===== config.mk =====
export PLATFORM = sky130hd
export DESIGN_NAME = line_zc_freq
export DESIGN_NICKNAME = d
export VERILOG_FILES = /design/src/rtl/lzc_pkg.sv /design/src/rtl/lzc_phase_ref.sv /design/src/rtl/lzc_cycle_timer.sv /design/src/rtl/lzc_divider.sv /design/src/rtl/line_zc_freq.sv
export SDC_FILE = /design/constraint.sdc
export NUM_CORES = 1
export LEC_CHECK = 0
export ABC_CLOCK_PERIOD_IN_PS = 5100
export BUFFER_PORTS_ARGS = -buffer_cell sky130_fd_sc_hd__buf_2
export CAP_MARGIN = 25
export CORE_MARGIN = 4
export CORE_UTILIZATION = 58
export CTS_CLUSTER_DIAMETER = 150
export DETAILED_ROUTE_END_ITERATION = 7
export GPL_ROUTABILITY_DRIVEN = 0
export PLACE_DENSITY = 0.86
export SLEW_MARGIN = 5
export SYNTH_ARGS = -nofsm -noshare
export SYNTH_HDL_FRONTEND = slang
export SYNTH_SLANG_ARGS = --single-unit
export TNS_END_PERCENT = 1

===== constraint.sdc =====
create_clock -name clk_i -period 5.1 [get_ports clk_i]
set_clock_uncertainty 0.15 [all_clocks]
set_input_delay 0.765 -clock clk_i [delete_from_list [all_inputs] [get_ports clk_i]]
set_output_delay 0.765 -clock clk_i [all_outputs]
set_load 0.02 [all_outputs]

===== src/rtl/lzc_pkg.sv =====
package lzc_pkg;

  // Which computation the shared divider is currently serving.
  typedef enum logic {
    JOB_EST  = 1'b0,   // period estimate from the active frequency
    JOB_MEAS = 1'b1    // frequency from a measured period
  } div_job_e;

endpackage


===== src/rtl/lzc_phase_ref.sv =====
module lzc_phase_ref #(
  parameter int SMP_W = 16
) (
  input  logic                    clk_i,
  input  logic                    rst_ni,
  input  logic                    smp_vld_i,
  input  logic signed [SMP_W-1:0] va_i,
  input  logic signed [SMP_W-1:0] vb_i,
  input  logic signed [SMP_W-1:0] vc_i,
  output logic                    rise_o
);

  localparam int REF_W = SMP_W + 2;

  logic signed [REF_W-1:0] ref_s;
  logic                    cur_pos;
  logic                    prev_pos_q, prev_pos_d;

  // Two guard bits keep the three-term difference exact.
  assign ref_s = {{2{va_i[SMP_W-1]}}, va_i}
               - {{2{vb_i[SMP_W-1]}}, vb_i}
               - {{2{vc_i[SMP_W-1]}}, vc_i};

  assign cur_pos = !ref_s[REF_W-1] && (ref_s != '0);

  always_comb begin
    prev_pos_d = prev_pos_q;
    if (smp_vld_i) prev_pos_d = cur_pos;
  end

  always_ff @(posedge clk_i or negedge rst_ni) begin
    if (!rst_ni) prev_pos_q <= 1'b1;
    else         prev_pos_q <= prev_pos_d;
  end

  assign rise_o = smp_vld_i && !prev_pos_q && cur_pos;

endmodule


===== src/rtl/lzc_cycle_timer.sv =====
module lzc_cycle_timer #(
  parameter int PER_W = 16
) (
  input  logic             clk_i,
  input  logic             rst_ni,
  input  logic             smp_vld_i,
  input  logic             rise_i,
  input  logic [PER_W-1:0] tmo_lim_i,
  input  logic             est_we_i,
  input  logic [PER_W-1:0] est_per_i,
  output logic             zc_o,
  output logic             meas_o,
  output logic [PER_W-1:0] period_o,
  output logic             have_o,
  output logic             timeout_o
);

  localparam logic [PER_W-1:0] CNT_MAX = '1;

  logic             zc_q, zc_d;
  logic             meas_q, meas_d;
  logic [PER_W-1:0] per_q, per_d;
  logic [PER_W-1:0] cnt_q, cnt_d;
  logic [PER_W-1:0] hold_q, hold_d;
  logic [PER_W-1:0] ref_q, ref_d;
  logic             armed_q, armed_d;
  logic             to_q, to_d;
  logic             have_q, have_d;
  logic             accept;

  function automatic logic [PER_W-1:0] three_qtr(input logic [PER_W-1:0] p);
    logic [PER_W+1:0] t;
    t = {2'b00, p} + {1'b0, p, 1'b0};
    return t[PER_W+1:2];
  endfunction

  assign accept = rise_i && (hold_q == '0);

  always_comb begin
    zc_d    = 1'b0;
    meas_d  = 1'b0;
    per_d   = per_q;
    cnt_d   = cnt_q;
    hold_d  = hold_q;
    ref_d   = ref_q;
    armed_d = armed_q;
    to_d    = to_q;
    have_d  = have_q;
    if (est_we_i && !have_q) ref_d = est_per_i;
    if (smp_vld_i) begin
      if (accept) begin
        zc_d    = 1'b1;
        cnt_d   = {{(PER_W-1){1'b0}}, 1'b1};
        armed_d = 1'b1;
        to_d    = 1'b0;
        if (armed_q && !to_q) begin
          per_d  = cnt_q;
          meas_d = 1'b1;
          have_d = 1'b1;
          ref_d  = cnt_q;
          hold_d = three_qtr(cnt_q);
        end else begin
          hold_d = three_qtr(ref_d);
        end
      end else begin
        if (hold_q != '0)   hold_d = hold_q - 1'b1;
        if (cnt_q != CNT_MAX) cnt_d = cnt_q + 1'b1;
        if ((tmo_lim_i != '0) && (cnt_q >= tmo_lim_i)) to_d = 1'b1;
      end
    end
  end

  always_ff @(posedge clk_i or negedge rst_ni) begin
    if (!rst_ni) begin
      zc_q    <= 1'b0;
      meas_q  <= 1'b0;
      per_q   <= '0;
      cnt_q   <= '0;
      hold_q  <= '0;
      ref_q   <= '0;
      armed_q <= 1'b0;
      to_q    <= 1'b0;
      have_q  <= 1'b0;
    end else begin
      zc_q    <= zc_d;
      meas_q  <= meas_d;
      per_q   <= per_d;
      cnt_q   <= cnt_d;
      hold_q  <= hold_d;
      ref_q   <= ref_d;
      armed_q <= armed_d;
      to_q    <= to_d;
      have_q  <= have_d;
    end
  end

  assign zc_o      = zc_q;
  assign meas_o    = meas_q;
  assign period_o  = per_q;
  assign have_o    = have_q;
  assign timeout_o = to_q;

endmodule


===== src/rtl/lzc_divider.sv =====
module lzc_divider #(
  parameter int DVD_W = 16,
  parameter int DSR_W = 16
) (
  input  logic             clk_i,
  input  logic             rst_ni,
  input  logic             start_i,
  input  logic [DVD_W-1:0] dvd_i,
  input  logic [DSR_W-1:0] dsr_i,
  output logic             busy_o,
  output logic             done_o,
  output logic [DVD_W-1:0] quot_o
);

  localparam int CNT_W = $clog2(DVD_W + 1);

  logic             busy_q, busy_d;
  logic             done_q, done_d;
  logic [CNT_W-1:0] cnt_q, cnt_d;
  logic [DSR_W-1:0] rem_q, rem_d;
  logic [DSR_W-1:0] dsr_q, dsr_d;
  logic [DVD_W-1:0] acc_q, acc_d;
  logic [DSR_W:0]   shf;
  logic [DSR_W-1:0] dif;
  logic             ge;

  // Restoring division, one quotient bit per clock, shifted into acc.
  assign shf = {rem_q, acc_q[DVD_W-1]};
  assign ge  = shf >= {1'b0, dsr_q};
  assign dif = shf[DSR_W-1:0] - dsr_q;

  always_comb begin
    busy_d = busy_q;
    done_d = 1'b0;
    cnt_d  = cnt_q;
    rem_d  = rem_q;
    dsr_d  = dsr_q;
    acc_d  = acc_q;
    if (start_i) begin
      busy_d = 1'b1;
      cnt_d  = CNT_W'(DVD_W);
      rem_d  = '0;
      dsr_d  = dsr_i;
      acc_d  = dvd_i;
    end else if (busy_q) begin
      acc_d = {acc_q[DVD_W-2:0], ge};
      rem_d = ge ? dif : shf[DSR_W-1:0];
      cnt_d = cnt_q - 1'b1;
      if (cnt_q == CNT_W'(1)) begin
        busy_d = 1'b0;
        done_d = 1'b1;
      end
    end
  end

  always_ff @(posedge clk_i or negedge rst_ni) begin
    if (!rst_ni) begin
      busy_q <= 1'b0;
      done_q <= 1'b0;
      cnt_q  <= '0;
      rem_q  <= '0;
      dsr_q  <= '0;
      acc_q  <= '0;
    end else begin
      busy_q <= busy_d;
      done_q <= done_d;
      cnt_q  <= cnt_d;
      rem_q  <= rem_d;
      dsr_q  <= dsr_d;
      acc_q  <= acc_d;
    end
  end

  assign busy_o = busy_q;
  assign done_o = done_q;
  assign quot_o = acc_q;

endmodule


===== src/rtl/line_zc_freq.sv =====
module line_zc_freq #(
  parameter int SMP_W     = 16,
  parameter int PER_W     = 16,
  parameter int FREQ_W    = 16,
  parameter int FREQ_FRAC = 4,
  parameter int SAMPLE_HZ = 4000,
  parameter int DEF_HZ    = 60
) (
  input  logic                    clk_i,
  input  logic                    rst_ni,
  input  logic                    smp_vld_i,
  input  logic signed [SMP_W-1:0] va_i,
  input  logic signed [SMP_W-1:0] vb_i,
  input  logic signed [SMP_W-1:0] vc_i,
  input  logic                    freq_mode_i,
  input  logic                    freq_wr_i,
  input  logic [FREQ_W-1:0]       freq_wdata_i,
  input  logic [PER_W-1:0]        tmo_lim_i,
  output logic                    zc_o,
  output logic [PER_W-1:0]        period_o,
  output logic [FREQ_W-1:0]       freq_o,
  output logic                    timeout_o
);

  import lzc_pkg::*;

  localparam int                KDIV      = SAMPLE_HZ * (2 ** FREQ_FRAC);
  localparam int                DVD_W     = $clog2(KDIV + 1);
  localparam logic [DVD_W-1:0]  KDIV_V    = DVD_W'(KDIV);
  localparam logic [FREQ_W-1:0] FREQ_DEF  = FREQ_W'(DEF_HZ * (2 ** FREQ_FRAC));
  localparam longint unsigned   FREQ_MAX  = (64'd1 << FREQ_W) - 64'd1;
  localparam longint unsigned   PER_MAX   = (64'd1 << PER_W) - 64'd1;

  // Reset: asserted asynchronously, released through two flops.
  logic [1:0] rs_q;
  logic       rst_n_s;

  always_ff @(posedge clk_i or negedge rst_ni) begin
    if (!rst_ni) rs_q <= 2'b00;
    else         rs_q <= {rs_q[0], 1'b1};
  end
  assign rst_n_s = rs_q[1];

  logic              rise;
  logic              meas;
  logic              have_meas;
  logic              est_we;
  logic [PER_W-1:0]  est_per;
  logic              div_start, div_busy, div_done;
  logic              est_start;
  logic [FREQ_W-1:0] div_dsr;
  logic [DVD_W-1:0]  div_quot;
  logic [63:0]       quot_w;
  logic [FREQ_W-1:0] quot_fsat;
  div_job_e          job_q, job_d;
  logic [FREQ_W-1:0] freq_q, freq_d;

  lzc_phase_ref #(.SMP_W(SMP_W)) i_phase_ref (
    .clk_i     (clk_i),
    .rst_ni    (rst_n_s),
    .smp_vld_i (smp_vld_i),
    .va_i      (va_i),
    .vb_i      (vb_i),
    .vc_i      (vc_i),
    .rise_o    (rise)
  );

  lzc_cycle_timer #(.PER_W(PER_W)) i_cycle_timer (
    .clk_i     (clk_i),
    .rst_ni    (rst_n_s),
    .smp_vld_i (smp_vld_i),
    .rise_i    (rise),
    .tmo_lim_i (tmo_lim_i),
    .est_we_i  (est_we),
    .est_per_i (est_per),
    .zc_o      (zc_o),
    .meas_o    (meas),
    .period_o  (period_o),
    .have_o    (have_meas),
    .timeout_o (timeout_o)
  );

  // A measurement preempts any estimate in flight; estimates repeat
  // back to back until the first period is measured.
  assign est_start = !div_busy && !have_meas && !meas;
  assign div_start = meas || est_start;
  assign div_dsr   = meas ? FREQ_W'(period_o) : freq_q;

  lzc_divider #(.DVD_W(DVD_W), .DSR_W(FREQ_W)) i_divider (
    .clk_i   (clk_i),
    .rst_ni  (rst_n_s),
    .start_i (div_start),
    .dvd_i   (KDIV_V),
    .dsr_i   (div_dsr),
    .busy_o  (div_busy),
    .done_o  (div_done),
    .quot_o  (div_quot)
  );

  assign quot_w    = 64'(div_quot);
  assign quot_fsat = (quot_w > FREQ_MAX) ? '1 : quot_w[FREQ_W-1:0];
  assign est_per   = (quot_w > PER_MAX)  ? '1 : quot_w[PER_W-1:0];
  assign est_we    = div_done && (job_q == JOB_EST);

  always_comb begin
    job_d = job_q;
    if (meas)           job_d = JOB_MEAS;
    else if (est_start) job_d = JOB_EST;
  end

  always_comb begin
    freq_d = freq_q;
    if (freq_mode_i) begin
      if (freq_wr_i) freq_d = freq_wdata_i;
    end else if (div_done && (job_q == JOB_MEAS)) begin
      freq_d = quot_fsat;
    end
  end

  always_ff @(posedge clk_i or negedge rst_n_s) begin
    if (!rst_n_s) begin
      job_q  <= JOB_EST;
      freq_q <= FREQ_DEF;
    end else begin
      job_q  <= job_d;
      freq_q <= freq_d;
    end
  end

  assign freq_o = freq_q;

endmodule


Word-level counts from Yosys, hierarchy flattened. Index checks and enable logic that the tools add are counted.

Input bits: 85. Flip-flop bits (word level): 144. Logic and storage cells: 104. Output and inout bits: 34.

$add $sub $neg: 8. Reductions and logical operators: 34. Muxes and demuxes: 36. Order comparisons: 3. Equality and inequality tests: 3. Bitwise gates (word level): 1.

Operator list (count): $mux 16 (19); $add 16x17->18 (2); $reduce_bool 16->1 (2); $reduce_bool 18->1 (1); $sub 18x18->18 (1); $ge 17x16->1 (1); $sub 16x16->17 (1); $add 16x1->16 const B (1); $ge 16x16->1 (1); $gt 16x16->1 const B (1); $logic_not 16->1 (1); $ne 16x16->1 const B (1); $sub 16x1->16 const B (1); $sub 16x16->16 (1); $mux 1 (15); $reduce_bool 2->1 (6); $logic_and 1x1->1 (11); $mux 5 (2); $reduce_and 2->1 (5); $logic_not 1->1 (6); $eq 5x1->1 const B (1); $sub 5x1->5 const B (1); $reduce_and 3->1 (1); $ne 2x1->1 const B (1); 2 further kinds (2).

Depth between registers and ports, before layout.
Depth in word-level cells: 8. Depth in mapped cells: 27. Mapped depth without buffers: 24.

By module. Synthesis repeated with hierarchy kept, for this count alone.

Cells, all modules: 1332. Area total of the unflattened synthesis: 11677.4 um^2.

By module, submodules not included: lzc_cycle_timer (seq. area each 1726.7 um^2, area each 5586.6 um^2, times used 1, cells an instance 660); lzc_divider (seq. area each 1376.3 um^2, area each 3294.4 um^2, times used 1, cells an instance 359); lzc_phase_ref (seq. area each 26.3 um^2, area each 1468.9 um^2, times used 1, cells an instance 193); line_zc_freq (seq. area each 480.5 um^2, area each 1327.5 um^2, times used 1, cells an instance 120).

Worst setup path after synthesis. No wires, ideal clock.

Path kind: input -> register. Start: input port va_i[0]. End: register i_cycle_timer.ref_q[11]. Slack: -772 ps. Data required time: 4823 ps. Data arrival time: 5594 ps. Stages on the path: 25. Path buffers: 3. Library setup time: 127 ps. Cell sequence: inv_1 -> ha_1 -> fa_1 -> nor2b_1 -> o21ai_0 -> a21boi_0 -> o21ai_0 -> nand2b_1 -> a31oi_1 -> o311a_1 -> a2111oi_0 -> o21ai_0 -> o31a_1 -> ha_1 -> clkbuf_1 -> a21o_1 -> a21o_1 -> or3_1 -> a211oi_1 -> o211ai_2 -> and3_1 -> buf_6 -> nand2_4 -> buf_6 -> mux2_1.

Cells in the longest elaborated chain, start to end: 8. Elaborated cells on any way between the ends: 9. Those cells by class: add/sub: 2; mux: 2; reduce/logical: 5.

Ends and longest elaborated chain: from (decl) (line line_zc_freq.sv:12) `input logic signed [SMP_W-1:0] va_i,`; $sub 16x16->17 * (line lzc_phase_ref.sv:21) `- {{2{vb_i[SMP_W-1]}}, vb_i}`; $sub 18x18->18 * (line lzc_phase_ref.sv:22) `- {{2{vc_i[SMP_W-1]}}, vc_i};`; $reduce_bool 18->1 / $logic_not 1->1 (equally long branches) (line lzc_phase_ref.sv:24) `assign cur_pos = !ref_s[REF_W-1] && (ref_s != '0);`; $logic_and 1x1->1 * (line lzc_phase_ref.sv:24); $logic_and 1x1->1 * (line lzc_phase_ref.sv:36) `assign rise_o = smp_vld_i && !prev_pos_q && cur_pos;`; $logic_and 1x1->1 * (line lzc_cycle_timer.sv:37) `assign accept = rise_i && (hold_q == '0);`; $mux 16 * (line lzc_cycle_timer.sv:51) `if (accept) begin`; $mux 16 * (line lzc_cycle_timer.sv:50) `if (smp_vld_i) begin`; net i_cycle_timer.ref_d[11] (line lzc_cycle_timer.sv:25) `logic [PER_W-1:0] ref_q, ref_d;`; to (signal assigned) (line lzc_cycle_timer.sv:90) `ref_q <= ref_d;`; to (decl) (line lzc_cycle_timer.sv:25).

The timed path passes the listed nets; every way through them passes the cells marked *. A chain may end at the register's enable or synchronous reset.

Worst setup path in the final report.
Start: input port va_i[0]. End: register i_cycle_timer.hold_q[1].

Cells in the longest elaborated chain, start to end: 8. Elaborated cells on any way between the ends: 10. Those cells by class: add/sub: 2; mux: 1; reduce/logical: 7.

Ends and longest elaborated chain: $sub 16x16->17 * (line lzc_phase_ref.sv:21); $sub 18x18->18 * (line lzc_phase_ref.sv:22); $reduce_bool 18->1 / $logic_not 1->1 (equally long branches) (line lzc_phase_ref.sv:24); $logic_and 1x1->1 * (line lzc_phase_ref.sv:24); $logic_and 1x1->1 * (line lzc_phase_ref.sv:36); $logic_and 1x1->1 * (line lzc_cycle_timer.sv:37); $reduce_bool 2->1 (no line); $reduce_and 2->1 (no line); to (signal assigned) (line lzc_cycle_timer.sv:89) `hold_q <= hold_d;`; to (decl) (line lzc_cycle_timer.sv:24) `logic [PER_W-1:0] hold_q, hold_d;`.

Every way passes the cells marked *; elsewhere a longest branch is shown, timed or not.

==> flow_summary.yaml <==
status:
  status: "finished, violations left"
  violations: "setup timing"
clocking:
  clk-insertion-delay-late_ns: 0.43
  cts_made_buffers: 17
  root_buffer: "clkbuf_16"
  cts_sinks: 144
  cts_buffer_depth: 2
  cts.reportedPaths.clkPinSlew_ns: 0.07
  cts_tree: "done"
  ctsHtreeMaxLevel: 4
global_routing:
  antenna_found_initial: 2
  grt_pass1_vias: 9779
  grt_max_degree: 50
  overflow: 0
  grt_pass1_wl_mm: 49.2
  grt_usage_pct: 28.5
cells_and_area:
  final_core_util_pct: 69.9
  fin_cells: 1663
  final_common_cell: "dfrtp_1"
  drive_gt1_share_pct: 20.0
  fin_nets: 1605
  areaGrowthSynthToFinish_pct: 18.8
  mostFrequentLayoutCells: "138 x dfrtp_1, 118 x buf_2, 109 x nor2_1"
  nFillCells: 1372
floorplan:
  core_sq_um: 18600
  initial_core_util_pct: 58.9
  io_pins: 119
  die_w_um: 146
  row_count: 50
  dieArea_sq_um: 21200
  die_h_um: 146
detailed_routing:
  drc: 0
  ant_nets: 0
  totalWireLength_mm: 31.2
  vias_per_cell: 6.11
  wl_per_cell_um: 18.7
  route.vias.total: 10200
  first_pass_iters: 5
  drtIter0Drc: 787
timing:
  tightest_slew_ns: 0.800
  fin_ws_ns: -0.233
  max-slew-margin-rel_pct: 46.4
  final-setup-viol-count: 50
  rsz0062_at_grt: "yes"
  fin_crit_ns: 5.33
  whs_ns: 0.152
  fmax_mhz: 188
  finalHoldViolCount: 0
  drv_slew: 0
  finalCritPeriodShare_pct: 105
worst_setup_path:
  worst_path_max_delay_cell: "or4_4"
  start_kind: "input port"
  crit_path_frequent_cell: "buf_4"
  crit_path_end_kind: "flop"
  cpLargestDelayFamily: "simple AND/OR/NAND/NOR gates"
  path_buf_inv: 11
  critPathArrivalTime_ns: 5.54
  critical_path.max_stage_delay_ns: 0.54
  required_ns: 5.31
  worstSetupPathType: "in2reg"
  rrSetupSlack_ns: 0.83
  crit_path_max_fanout: 12
pwr:
  p_leak_nw: 6.49
  ir_drop_uv: 249
  powerDensity_nw_per_um2: 467
logic_synthesis:
  avgSynthCellArea_sq_um: 8.80
  synth_area_sq_um: 11000
  synth_compound_area_share_pct: 17.2
  async_flop_share_pct: 100
  synth_edf_count: 0
  ys.flop_type: "dfrtp_1"
  muxShareOfSynthArea_pct: 10.4
  synthCells: 1247
  synth_xor_area_share_pct: 5.27
  synth_top_family_by_area: "compound AO/OA/AOI/OAI gates"
  post_synth_num_cell_types: 75
  synth-simple-area-share_pct: 16.3
  synthAdderAreaFrac_pct: 12.4
  ys_warn_count: 0
  synth_seq_cells: 144
  postSynthNetCount: 1438
  synth_seq_area_share_pct: 32.9
placed_design:
  dp_hpwl_mm: 22.4
  dp_cells: 1615
  portBuffers: 118
flow_run:
  maxCapViolCount: 0
hold_path:
  hold_path_class: "reg2async"
## cells in the mapped netlist (4+ instances only)
cell type | instances | area [sq um]
inv_1 | 105 | 394
mux2_2 | 20 | 225
o21a_1 | 12 | 90.1
a21o_1 | 23 | 173
nor2b_1 | 18 | 113
o21ai_0 | 86 | 430
o21bai_1 | 4 | 30.0
xor2_1 | 29 | 254
a22oi_1 | 6 | 45.0
dfrtp_1 | 139 | 3480
xnor2_1 | 37 | 324
nand2_1 | 104 | 390
buf_1 | 5 | 18.8
mux2_1 | 24 | 270
and3_1 | 13 | 81.3
a31o_2 | 4 | 35.0
a31oi_1 | 7 | 43.8
buf_2 | 6 | 30.0
nor2_1 | 113 | 424
ha_1 | 101 | 1260
or2_2 | 4 | 25.0
clkbuf_1 | 27 | 101
o22ai_1 | 5 | 31.3
or3_1 | 5 | 31.3
mux2i_1 | 65 | 651
nor3b_1 | 10 | 75.1
nand4_1 | 12 | 75.1
dfstp_2 | 5 | 131
buf_6 | 5 | 56.3
nand3_1 | 26 | 130
o211ai_1 | 4 | 30.0
o21ai_1 | 8 | 40.0
a22o_1 | 5 | 43.8
a21oi_1 | 75 | 375
a21boi_0 | 4 | 30.0
o31ai_1 | 7 | 52.6
nor3_1 | 25 | 125
fa_1 | 5 | 100
nand2b_1 | 19 | 119
o31a_1 | 5 | 43.8
nor4_1 | 9 | 56.3
a211oi_1 | 13 | 97.6
## path summary, 6_finish.rpt
kind,from,endpoint,cells past startpoint
min in group clk_i,rs_q[0]$_DFF_PN0_,rs_q[1]$_DFF_PN0_,0
worst max register to register,i_cycle_timer.have_o$_DFFE_PN0P_,i_cycle_timer.hold_q[10]$_DFFE_PN0P_,14
worst min register to register,rs_q[1]$_DFF_PN0_,i_divider.quot_o[1]$_DFFE_PN0P_,0
worst min-delay path,rs_q[1]$_DFF_PN0_,i_divider.quot_o[1]$_DFFE_PN0P_,0
max in group asynchronous,rs_q[1]$_DFF_PN0_,i_cycle_timer.cnt_q[3]$_DFFE_PN0P_,2
worst max-delay path,va_i[0],i_cycle_timer.hold_q[1]$_DFFE_PN0P_,28
## repair_timing
action | 4_1_cts | 5_1_grt
endpoints found under the hold margin | 2 | 0
pin swaps | 8 | 3
setup buffers | 11 | 0
resized for setup | 12 | 10
gates cloned | 1 | 0
setup endpoints to repair | 67 | 69
hold buffers | 1 | 0
## kinds of logic after synthesis
group	count (synthesis)
AO/OA/AOI/OAI	299
XOR/XNOR	66
adder cells (fa/ha/maj)	106
buffers and inverters	148
flip-flops	144
multiplexers	109
other	1
AND/OR/NAND/NOR	374
## state kept, by name, indices dropped and copies added (netlist names)
signal                   cells
freq_o                      16
i_cycle_timer.cnt_q         16
i_cycle_timer.hold_q        16
i_cycle_timer.period_o      16
i_cycle_timer.ref_q         16
i_divider.dsr_q             16
i_divider.quot_o            16
i_divider.rem_q             16
i_divider.cnt_q              5
rs_q                         2
i_cycle_timer.armed_q        1
i_cycle_timer.have_o         1
i_cycle_timer.meas_o         1
i_cycle_timer.timeout_o      1
i_cycle_timer.zc_o           1
i_divider.busy_o             1
i_divider.done_o             1
i_phase_ref.prev_pos_q       1
job_q                        1
## through the flow
stage                     setup slack (ns)  setup TNS, ns  power, mW  instance area [sq um]
after floorplan                     -0.335         -13.39       3.83                  11000
after global placement              -0.611         -33.40       4.46                  12200
after detailed placement            -0.781         -43.91       4.60                  12200
after CTS                          -0.0647         -0.654       6.00                  13000
after global routing                -0.419         -18.13       6.49                  13000
final                               -0.233          -8.35       6.09                  13000
## routing by layer
layer	GRT usage [%]	wire [um]	vias up
li1	-	-	4750
met1	35.6	12500	4885
met2	48.9	15400	417
met3	5.48	2090	102
met4	11.3	1200	0
met5	0	0	-
## report_power, final
part | total, mW | switching, mW | internal, mW
logic | 3.06 | 1.73 | 1.33
registers | 1.70 | 0.276 | 1.42
clock network | 1.33 | 0.546 | 0.787
## area by class of cell
cell class | count | area, sq um | area share, %
multi-input cells | 956 | 6920 | 53.1
repair buffers | 190 | 1180 | 9.06
well taps | 234 | 293 | 2.25
diodes | 2 | 5.00 | 0.0384
inverters | 105 | 394 | 3.02
clock buffers | 17 | 425 | 3.26
clock inverters | 15 | 200 | 1.54
flip-flops and latches | 144 | 3610 | 27.7
## worst reg2reg max path, delay by kind of cell (launching register included)
family / cells / cell delay, ns
multiplexers: 1 / 0.43
AND/OR/NAND/NOR: 3 / 1.14
flip-flops: 1 / 0.42
XOR/XNOR: 1 / 0.11
adder cells (fa/ha/maj): 1 / 0.35
buffers and inverters: 1 / 0.14
AO/OA/AOI/OAI: 7 / 1.42
(Power assumes the default switching activity.)
